**src/rtl/bus_status_pkg.sv**
```systemverilog
package bus_status_pkg;
  localparam int STATUS_W = 8;

  typedef enum logic [2:0] {
    CYC_NONE,
    CYC_FETCH,
    CYC_MRD,
    CYC_MWR,
    CYC_IORD,
    CYC_IOWR
  } cyc_e;

  localparam logic [STATUS_W-1:0] CODE_FETCH = 8'h20;
  localparam logic [STATUS_W-1:0] CODE_MRD   = 8'h80;
  localparam logic [STATUS_W-1:0] CODE_MWR   = 8'h02;
  localparam logic [STATUS_W-1:0] CODE_IORD  = 8'h40;
  localparam logic [STATUS_W-1:0] CODE_IOWR  = 8'h12;
endpackage

```
**src/rtl/bus_rst_sync.sv**
```systemverilog
module bus_rst_sync #(
  parameter int STAGES = 2
) (
  input  logic clk,
  input  logic arst_n,
  output logic rst_n
);
  logic [STAGES-1:0] chain_q;
  logic [STAGES-1:0] chain_d;

  always_comb begin
    chain_d = {chain_q[STAGES-2:0], 1'b1};
  end

  always_ff @(posedge clk or negedge arst_n) begin
    if (!arst_n) chain_q <= '0;
    else         chain_q <= chain_d;
  end

  assign rst_n = chain_q[STAGES-1];
endmodule

```
**src/rtl/bus_status_latch.sv**
```systemverilog
module bus_status_latch
  import bus_status_pkg::*;
(
  input  logic                clk,
  input  logic                rst_n,
  input  logic                sync,
  input  logic [STATUS_W-1:0] data,
  output logic [STATUS_W-1:0] status_q
);
  logic                status_en;
  logic [STATUS_W-1:0] status_d;

  assign status_en = sync;

  always_comb begin
    status_d = status_q;
    if (status_en) status_d = data;
  end

  always_ff @(posedge clk or negedge rst_n) begin
    if (!rst_n) status_q <= '0;
    else        status_q <= status_d;
  end

  // capture during sync, hold otherwise
  a_r2_capture: assert property (@(posedge clk) disable iff (!rst_n)
    sync |=> status_q == $past(data));
  a_r2_hold: assert property (@(posedge clk) disable iff (!rst_n)
    !sync |=> $stable(status_q));
endmodule

```
**src/rtl/bus_cycle_decode.sv**
```systemverilog
module bus_cycle_decode
  import bus_status_pkg::*;
(
  input  logic [STATUS_W-1:0] status,
  output cyc_e                cyc
);
  always_comb begin
    unique case (status)
      CODE_FETCH: cyc = CYC_FETCH;
      CODE_MRD:   cyc = CYC_MRD;
      CODE_MWR:   cyc = CYC_MWR;
      CODE_IORD:  cyc = CYC_IORD;
      CODE_IOWR:  cyc = CYC_IOWR;
      default:    cyc = CYC_NONE;
    endcase
  end
endmodule

```
**src/rtl/bus_strobe_gen.sv**
```systemverilog
module bus_strobe_gen
  import bus_status_pkg::*;
#(
  parameter int ADDR_W = 16,
  localparam int PORT_W = ADDR_W / 2
) (
  input  logic              clk,
  input  logic              rst_n,
  input  cyc_e              cyc,
  input  logic              sync,
  input  logic              dbin,
  input  logic              wr_n,
  input  logic [ADDR_W-1:0] addr,
  output logic              fetch,
  output logic              mem_rd,
  output logic              mem_wr,
  output logic              io_rd,
  output logic              io_wr,
  output logic [PORT_W-1:0] io_port,
  output logic              proto_err
);
  logic [PORT_W-1:0] lane_eq;
  logic              halves_match;
  logic              rd_ok, wr_ok, io_cyc, io_req, err_d, err_q;

  for (genvar i = 0; i < PORT_W; i++) begin : g_lane
    assign lane_eq[i] = ~(addr[i] ^ addr[PORT_W + i]);
  end
  assign halves_match = &lane_eq;

  assign rd_ok  = dbin & ~sync;
  assign wr_ok  = ~wr_n & ~sync;
  assign io_cyc = (cyc == CYC_IORD) | (cyc == CYC_IOWR);
  assign io_req = (rd_ok & (cyc == CYC_IORD)) | (wr_ok & (cyc == CYC_IOWR));

  always_comb begin
    fetch   = rd_ok & (cyc == CYC_FETCH);
    mem_rd  = rd_ok & ((cyc == CYC_FETCH) | (cyc == CYC_MRD));
    mem_wr  = wr_ok & (cyc == CYC_MWR);
    io_rd   = rd_ok & (cyc == CYC_IORD) & halves_match;
    io_wr   = wr_ok & (cyc == CYC_IOWR) & halves_match;
    io_port = io_cyc ? addr[PORT_W-1:0] : '0;
  end

  always_comb begin
    err_d = err_q;
    if (sync)                         err_d = 1'b0;
    else if (io_req && !halves_match) err_d = 1'b1;
  end

  always_ff @(posedge clk or negedge rst_n) begin
    if (!rst_n) err_q <= 1'b0;
    else        err_q <= err_d;
  end
  assign proto_err = err_q;

  // strobes only with their own direction strobe
  a_r12_read_dir: assert property (@(posedge clk) disable iff (!rst_n)
    (mem_rd || io_rd) |-> dbin);
  a_r12_write_dir: assert property (@(posedge clk) disable iff (!rst_n)
    (mem_wr || io_wr) |-> !wr_n);
  // quiet during status window
  a_r11_sync_quiet: assert property (@(posedge clk) disable iff (!rst_n)
    sync |-> !(fetch || mem_rd || mem_wr || io_rd || io_wr));
  // fetch is a memory read
  a_r3_fetch_reads: assert property (@(posedge clk) disable iff (!rst_n)
    fetch |-> mem_rd);
  // at most one bus strobe kind at once
  a_r6_one_strobe: assert property (@(posedge clk) disable iff (!rst_n)
    $onehot0({mem_rd, mem_wr, io_rd, io_wr}));
  // port strobes need matching halves; flag sticky until sync
  a_r9_match: assert property (@(posedge clk) disable iff (!rst_n)
    (io_rd || io_wr) |-> addr[PORT_W-1:0] == addr[ADDR_W-1:PORT_W]);
  a_r9_sticky: assert property (@(posedge clk) disable iff (!rst_n)
    (proto_err && !sync) |=> proto_err);
  a_r9_clear: assert property (@(posedge clk) disable iff (!rst_n)
    sync |=> !proto_err);
endmodule

```
**src/rtl/bus_status_decoder.sv**
```systemverilog
module bus_status_decoder
  import bus_status_pkg::*;
#(
  parameter int ADDR_W     = 16,
  parameter int RST_STAGES = 2,
  localparam int PORT_W    = ADDR_W / 2
) (
  input  logic              clk,
  input  logic              arst_n,
  input  logic [ADDR_W-1:0] addr,
  input  logic [7:0]        data,
  input  logic              sync,
  input  logic              dbin,
  input  logic              wr_n,
  output logic              fetch,
  output logic              mem_rd,
  output logic              mem_wr,
  output logic              io_rd,
  output logic              io_wr,
  output logic [PORT_W-1:0] io_port,
  output logic              proto_err
);
  logic                rst_n;
  logic [STATUS_W-1:0] status_q;
  cyc_e                cyc;

  bus_rst_sync #(.STAGES(RST_STAGES)) u_rst (
    .clk(clk), .arst_n(arst_n), .rst_n(rst_n)
  );

  bus_status_latch u_latch (
    .clk(clk), .rst_n(rst_n), .sync(sync), .data(data), .status_q(status_q)
  );

  bus_cycle_decode u_dec (.status(status_q), .cyc(cyc));

  bus_strobe_gen #(.ADDR_W(ADDR_W)) u_strb (
    .clk(clk), .rst_n(rst_n), .cyc(cyc), .sync(sync), .dbin(dbin),
    .wr_n(wr_n), .addr(addr), .fetch(fetch), .mem_rd(mem_rd),
    .mem_wr(mem_wr), .io_rd(io_rd), .io_wr(io_wr), .io_port(io_port),
    .proto_err(proto_err)
  );

  // nothing fires while reset holds
  a_r1_reset_quiet: assert property (@(posedge clk)
    !rst_n |-> !(fetch || mem_rd || mem_wr || io_rd || io_wr || proto_err));
endmodule

```
**config.mk**
```make
export PLATFORM = sky130hd
export DESIGN_NAME = bus_status_decoder
export DESIGN_NICKNAME = d
export VERILOG_FILES = /design/src/rtl/bus_status_pkg.sv /design/src/rtl/bus_rst_sync.sv /design/src/rtl/bus_status_latch.sv /design/src/rtl/bus_cycle_decode.sv /design/src/rtl/bus_strobe_gen.sv /design/src/rtl/bus_status_decoder.sv
export SDC_FILE = /design/constraint.sdc
export NUM_CORES = 1
export LEC_CHECK = 0
export BUFFER_PORTS_ARGS = -buffer_cell sky130_fd_sc_hd__buf_2
export CELL_PAD_IN_SITES_DETAIL_PLACEMENT = 1
export CELL_PAD_IN_SITES_GLOBAL_PLACEMENT = 2
export CORE_MARGIN = 3
export CORE_UTILIZATION = 25
export DETAILED_ROUTE_END_ITERATION = 10
export GPL_ROUTABILITY_DRIVEN = 0
export PLACE_DENSITY_LB_ADDON = 0.1
export RECOVER_POWER = 100
export SLEW_MARGIN = 20
export SYNTH_ARGS = -nofsm -noshare
export SYNTH_HDL_FRONTEND = slang
export SYNTH_HIERARCHICAL = 1
export SYNTH_SLANG_ARGS = --single-unit
```
**constraint.sdc**
```tcl
create_clock -name clk -period 2.2 [get_ports clk]
set_input_delay 0.11 -clock clk [delete_from_list [all_inputs] [get_ports clk]]
set_output_delay 0.11 -clock clk [all_outputs]
set_load 0.005 [all_outputs]
```
==> metrics, run 1 <==
total power=0.499 mW; clock latency on the worst-skew pair=~0.26 ns; Cell variety after synth=29; clock sinks=11; Synth area leader=dfrtp_1; number of global-route vias before repair=roughly 670; setup TNS=-0.346 ns; layout cell share with drive strength beyond 1=between 60% and 70%; total grt overflow=0; Yosys warnings=6; H-tree depth=1; worst slack at placement=slightly below 0.09 ns; antenna cells=0; Final Max Tran Viols=0; most area-consuming cells after synthesis=dfrtp_1, mux2_4, and2_1; syn_nets=95; min-delay worst type=in2reg; initial antenna violation count=0; io pins=between 40 and 50; VDD IR-drop max=around 340 uV; final wirelength=roughly 1900 um; Starting DRT DRC Count=2; Post-DP HPWL=between 1500 and 2000 um; Via density=roughly 4.6; Rows=19; drt first pass iters=3; nets@finish=150; cts bufs inserted=3; total power per unit cell area=around 440 nW/um^2; Placed Area=approximately 1000 sq um; CP startpoint kind=register; IO Port Bufs=between 40 and 50; final setup violation count=10; routed vias=roughly 700; largest net degree at the start of global routing=11; first-pass GRT wire length=between 2000 and 3000 um; Max clock buf depth=2; Mapped Cells=between 60 and 70; Starting Density=roughly 27%; Min Hold Slack=0.0706 ns; nature of the critical path endpoint=output pin; FF+latch count, synth=11; Die W=61.5 um; drt drc=0; run status=finished with violations; Seq/Total Area, Yosys=35.8%; CP max FO=2; clk root buf=clkbuf_4; chip height=slightly above 60 um; Worst-path clk slew=roughly 0.070 ns; final worst setup slack=-0.0748 ns; Avg Inst Size Synth=11.7 sq um; Final period util=103%; WP data required=~2.1 ns; Setup Skew=between 0.007 and 0.008 ns; GRT Total Usage=10.5%; Synth top area share=a little over a third; Hold Violations, Final=0; RSZ-0062 raised after global routing=yes; filler instances=around 340; wire per inst=12.4 um; failing checks=negative setup slack; Design Area, Final=1140 sq um; max-cap viol count=0; core box area=~2900 sq um; minimum clock period=2.27 ns; Arrival @ worst endpoint=approximately 2.2 ns; Area Overhead vs Synth=47.6%; die area=approximately 3800 sq um; Cell Area, Synth=769 sq um; Leak=around 0.56 nW; Final ANT Viol Nets=0; CTS tree=yes; Peak Freq=around 440 MHz; CP Class=reg2out
[synth_stat cells, drive strengths merged]
master / n
dfrtp: 11
and2: 8
mux2: 8
xnor2: 5
xor2: 5
nand2: 3
a211oi: 2
nand3b: 2
nor2: 2
nor4: 2
nor4b: 2
or3b: 2
or4: 2
a22o: 1
and4b: 1
buf: 1
clkbuf: 1
conb: 1
inv: 1
nand2b: 1
nand4: 1
nand4bb: 1
nor2b: 1
nor3b: 1
o2111a: 1
[worst paths after layout]
path,from,to,slack [ns],cells past startpoint
min,data[1],u_latch/status_q[1],0.07,2
min reg2reg,u_rst/chain_q[1],u_latch/status_q[6],0.14,0
max,u_latch/status_q[0],io_rd,-0.07,6
max in group asynchronous,u_rst/chain_q[1],u_latch/status_q[1],1.78,0
max reg2reg,u_latch/status_q[4],u_strb/proto_err,0.17,6
min in group asynchronous,u_rst/chain_q[1],u_latch/status_q[6],0.14,0
[report_power, final]
group | leakage (nW) | switching [mW] | total [mW] | internal (mW)
logic | 0.411 | 0.0479 | 0.124 | 0.0756
registers | 0.130 | 0.0206 | 0.240 | 0.219
clock network | 0.0150 | 0.0657 | 0.136 | 0.0701
total | 0.555 | 0.134 | 0.499 | 0.365
[cell type report]
cell class,instances,area (sq um),share of cell area (%)
Clock buffer,4,26.3,2.31
Inverter,1,3.75,0.330
Multi-Input combinational cell,52,504,44.4
Sequential cell,11,277,24.3
Timing Repair Buffer,52,287,25.2
Tap cell,31,38.8,3.41
[per-layer routing]
| metal | share of wire [%] | global-route usage, % | vias up |
|---|---|---|---|
| li1 | - | - | 344 |
| met1 | 46 | 13.8 | 329 |
| met2 | 46 | 15.5 | 26 |
| met3 | 7.5 | 5.03 | 2 |
| met4 | 0.48 | 2.73 | 0 |
| met5 | 0 | 0 | - |
[metrics by stage]
step,utilization (%),std cells
after floorplan,-,66
after global placement,35.7,139
after detailed placement,35.7,139
after CTS,38.5,147
after global routing,39.8,151
final,39.8,151
[cells in the final DEF, fill, tap and decap left out]
| master | netlist | routed |
|---|---|---|
| nor4_4 | 1 | 1 |
| buf_2 | 0 | 41 |
| mux2_4 | 8 | 7 |
| nor4_2 | 1 | 1 |
| dfrtp_2 | 0 | 1 |
| nor3b_1 | 1 | 1 |
| and2_2 | 1 | 1 |
| xnor2_1 | 5 | 5 |
| xor2_1 | 5 | 5 |
| mux2_1 | 0 | 1 |
| buf_4 | 0 | 9 |
| a211oi_2 | 1 | 1 |
| a22o_1 | 1 | 1 |
| nor4b_2 | 0 | 2 |
| nor2_1 | 2 | 2 |
| inv_1 | 1 | 1 |
| and4b_1 | 1 | 1 |
| nand4bb_1 | 1 | 1 |
| conb_1 | 1 | 1 |
| or3b_1 | 1 | 1 |
| and2_1 | 7 | 7 |
| nand2b_1 | 1 | 1 |
| dfrtp_1 | 11 | 10 |
| o2111a_1 | 1 | 1 |
| a211oi_4 | 0 | 1 |
| nand4_1 | 1 | 1 |
| clkbuf_1 | 1 | 2 |
| nor2b_4 | 0 | 1 |
| or3b_2 | 1 | 1 |
| nand2_1 | 3 | 3 |
| nand3b_1 | 2 | 2 |
| or4_4 | 2 | 2 |
| clkbuf_4 | 0 | 3 |
| dlygate4sd3_1 | 0 | 1 |
[logic make-up after synthesis]
family                    synth area share, %
muxes                                    15.6
other                                   0.487
xor gates and xnor gates                 11.4
DFF                                      35.8
AOI/OAI and AO/OA                        5.20
buffers and inverters                    2.44
and+or+nand+nor                          29.1
[flip-flops by register name (all words and copies together), names as in the netlist]
| name | count |
|---|---|
| u_strb/proto_err | 1 |
| u_latch/status_q | 8 |
| u_rst/chain_q | 2 |
[worst max-delay path, stage by stage, from the launching register on]
cell and delay [ns]:
dfrtp_1 0.39, or4_4 0.57, a211oi_4 0.20, nor2b_4 0.18, nand4_1 0.14, nor4b_2 0.27, buf_2 0.15
[repair_timing]
action | 4_1_cts | 5_1_grt
pin swaps | 1 | 1
hold endpoints to repair | 2 | 0
endpoints found under the setup margin | 11 | 13
hold buffers | 1 | 0
setup buffers | 3 | 4
resized for setup | 5 | 2
Power figures use the tool's default switching activity.
==> run 2: changes to the inputs <==
--- a/config.mk
+++ b/config.mk
@@ -12,7 +12,7 @@
 export CORE_UTILIZATION = 25
 export DETAILED_ROUTE_END_ITERATION = 10
 export GPL_ROUTABILITY_DRIVEN = 0
-export PLACE_DENSITY_LB_ADDON = 0.1
+export PLACE_DENSITY = 0.76
 export RECOVER_POWER = 100
 export SLEW_MARGIN = 20
 export SYNTH_ARGS = -nofsm -noshare
==> run 2 against run 1 <==
Net effect: combinational power is essentially flat; power shrank 0.30%; via count grew 0.71%; hold slack gained 0.0077 ns; the flow still finishes with violations (negative setup slack); largest power group unchanged; non-clock buffer count shrank 2; register-to-register slack is essentially flat; sequential cell count is the same; critical endpoint is now io_wr; clock power shrank 4%; cell count shrank 1.3%.
==> metrics, run 2 (synthesized netlist as in run 1, its figures left out) <==
run status=finished with violations; failing checks=negative setup slack; Final Util=40.4% (+0.57 points); routed vias=706 (+0.71%); Starting Density=27.0% (unchanged); nets@finish=148 (-1.3%); clock sinks=11 (unchanged); total grt overflow=0 (unchanged); total power per unit cell area=432 nW/um^2 (-1.7%); Arrival @ worst endpoint=2.13 ns (-0.03 ns); largest net degree at the start of global routing=11 (unchanged); max reg flops=8 (unchanged); min-delay src=data[2]; final worst setup slack=-0.0382 ns (+0.0366 ns); Worst-path clk slew=0.06 ns (about the same); antenna cells=0 (unchanged); Post-DP HPWL=1680 um (+11%); chip height=61.5 um (unchanged); IO Port Bufs=42 (unchanged); io pins=43 (unchanged); drt drc=0 (unchanged); drt first pass iters=2 (-1); Final Max Tran Viols=0 (unchanged); Setup Skew=0.000689 ns (-0.00655 ns); Die W=61.5 um (unchanged); H-tree depth=1 (unchanged); Hold Violations, Final=0 (unchanged); most common cell after layout, fill and taps aside=buf_2; most frequent cells in the layout=buf_2, mux2_4, buf_4, dfrtp_1, and2_1; Starting DRT DRC Count=6 (+4); CTS tree=yes; VDD IR-drop max=318 uV (-5.4%); final setup violation count=2 (-8); Area Overhead vs Synth=49.8%; CP Class=reg2out; Rows=19 (unchanged); RSZ-0062 raised after global routing=yes; Via density=4.74 (+2.1%); Peak Freq=447 MHz (+1.6%); Final ANT Viol Nets=0 (unchanged); cts bufs inserted=3 (unchanged); Design Area, Final=1150 sq um (+1.4%); Placed Area=1020 sq um (unchanged); Leak=0.551 nW (-0.83%); GRT Total Usage=12.1% (+1.6 points); Final period util=102% (-1.7 points); clk root buf=clkbuf_4; nature of the critical path endpoint=output pin; final wirelength=2070 um (+11%); CP max FO=2 (unchanged); minimum clock period=2.24 ns (-0.0366 ns); CP Launch Point=u_latch/status_q[0]; wire per inst=13.9 um (+12%); core box area=2850 sq um (unchanged); clock latency on the worst-skew pair=0.26 ns (about the same); WP data required=2.09 ns (about the same); Reg-to-Reg Start=u_latch/status_q[1]; Max clock buf depth=2 (unchanged); initial antenna violation count=0 (unchanged); die area=3780 sq um (unchanged); number of global-route vias before repair=803 (+21%); CP startpoint kind=register; min-delay worst type=in2reg; first-pass GRT wire length=3360 um (+16%); Biggest register=u_latch/status_q; layout cell share with drive strength beyond 1=63.6% (+3.6 points); max-cap viol count=0 (unchanged)
-- run 2: changes by cell type in the layout (fill, tap and decap cells not counted) --
cell	delta
xnor2_2	+1
dfrtp_1	-3
mux2_1	-1
nor4_2	-1
nor4_4	+1
xnor2_1	-1
buf_4	-2
a211oi_2	-1
a211oi_4	+1
mux2_4	+1
dfrtp_2	+3
-- run 2: timing repair --
action                                  4_1_cts  5_1_grt
pin swaps                                     1        2
endpoints found under the setup margin       10       13
buffers inserted                              2        3
resized for setup                             4        9
endpoints found under the hold margin         2        0
hold buffers                                  1        0
-- run 2: final cells by class --
| type | instances | area (sq um) |
|---|---|---|
| clock buffers | 4 | 26.3 |
| fillers | 334 | 1700 |
| well taps | 31 | 38.8 |
| flip-flops and latches | 11 | 280 |
| inverters | 1 | 3.75 |
| repair buffers | 50 | 272 |
| multi-input cells | 52 | 532 |
-- run 2: stage by stage --
stage	worst slack [ns]	total power, mW	std cells	TNS, ns	hold slack (ns)
final	-0.0382	0.498	149	-0.0661	0.0783
after global routing	-0.170	0.534	149	-1.18	0.0639
after CTS	-0.0478	0.496	146	-0.223	0.0668
after detailed placement	0.102	0.351	139	0	-0.105
after global placement	0.192	0.346	139	0	-0.104
after floorplan	0.170	0.307	66	0	-0.186
-- run 2: metal layers --
metal | GRT usage, % | vias up | part of all wire (%)
met2 | 22.1 | 17 | 58
met4 | 6.97 | 0 | 1.6
li1 | - | 340 | -
met3 | 2.10 | 4 | 3.5
met1 | 12.8 | 345 | 37
met5 | 0 | - | 0
-- run 2: worst paths after layout --
kind	endpoint	slack, ns	cells past startpoint
max	io_wr	-0.04	6
min	u_latch/status_q[2]	0.08	2
max reg2reg	u_strb/proto_err	0.18	6
min reg2reg	u_strb/proto_err	0.15	0
max in group asynchronous	u_latch/status_q[1]	1.75	0
min in group asynchronous	u_strb/proto_err	0.15	0
-- run 2: power breakdown --
| part | leakage, nW | switching, mW | internal, mW |
|---|---|---|---|
| clock | 0.0150 | 0.0607 | 0.0700 |
| sequential | 0.127 | 0.0227 | 0.220 |
| combinational | 0.409 | 0.0514 | 0.0724 |
| total | 0.551 | 0.135 | 0.363 |
-- run 2: worst max-delay path, cell delays in order (launching register included) --
cell and delay (ns):
dfrtp_1 0.38, or4_4 0.58, a211oi_4 0.20, nor2b_4 0.18, nand4_1 0.15, nor4b_2 0.23, buf_2 0.15
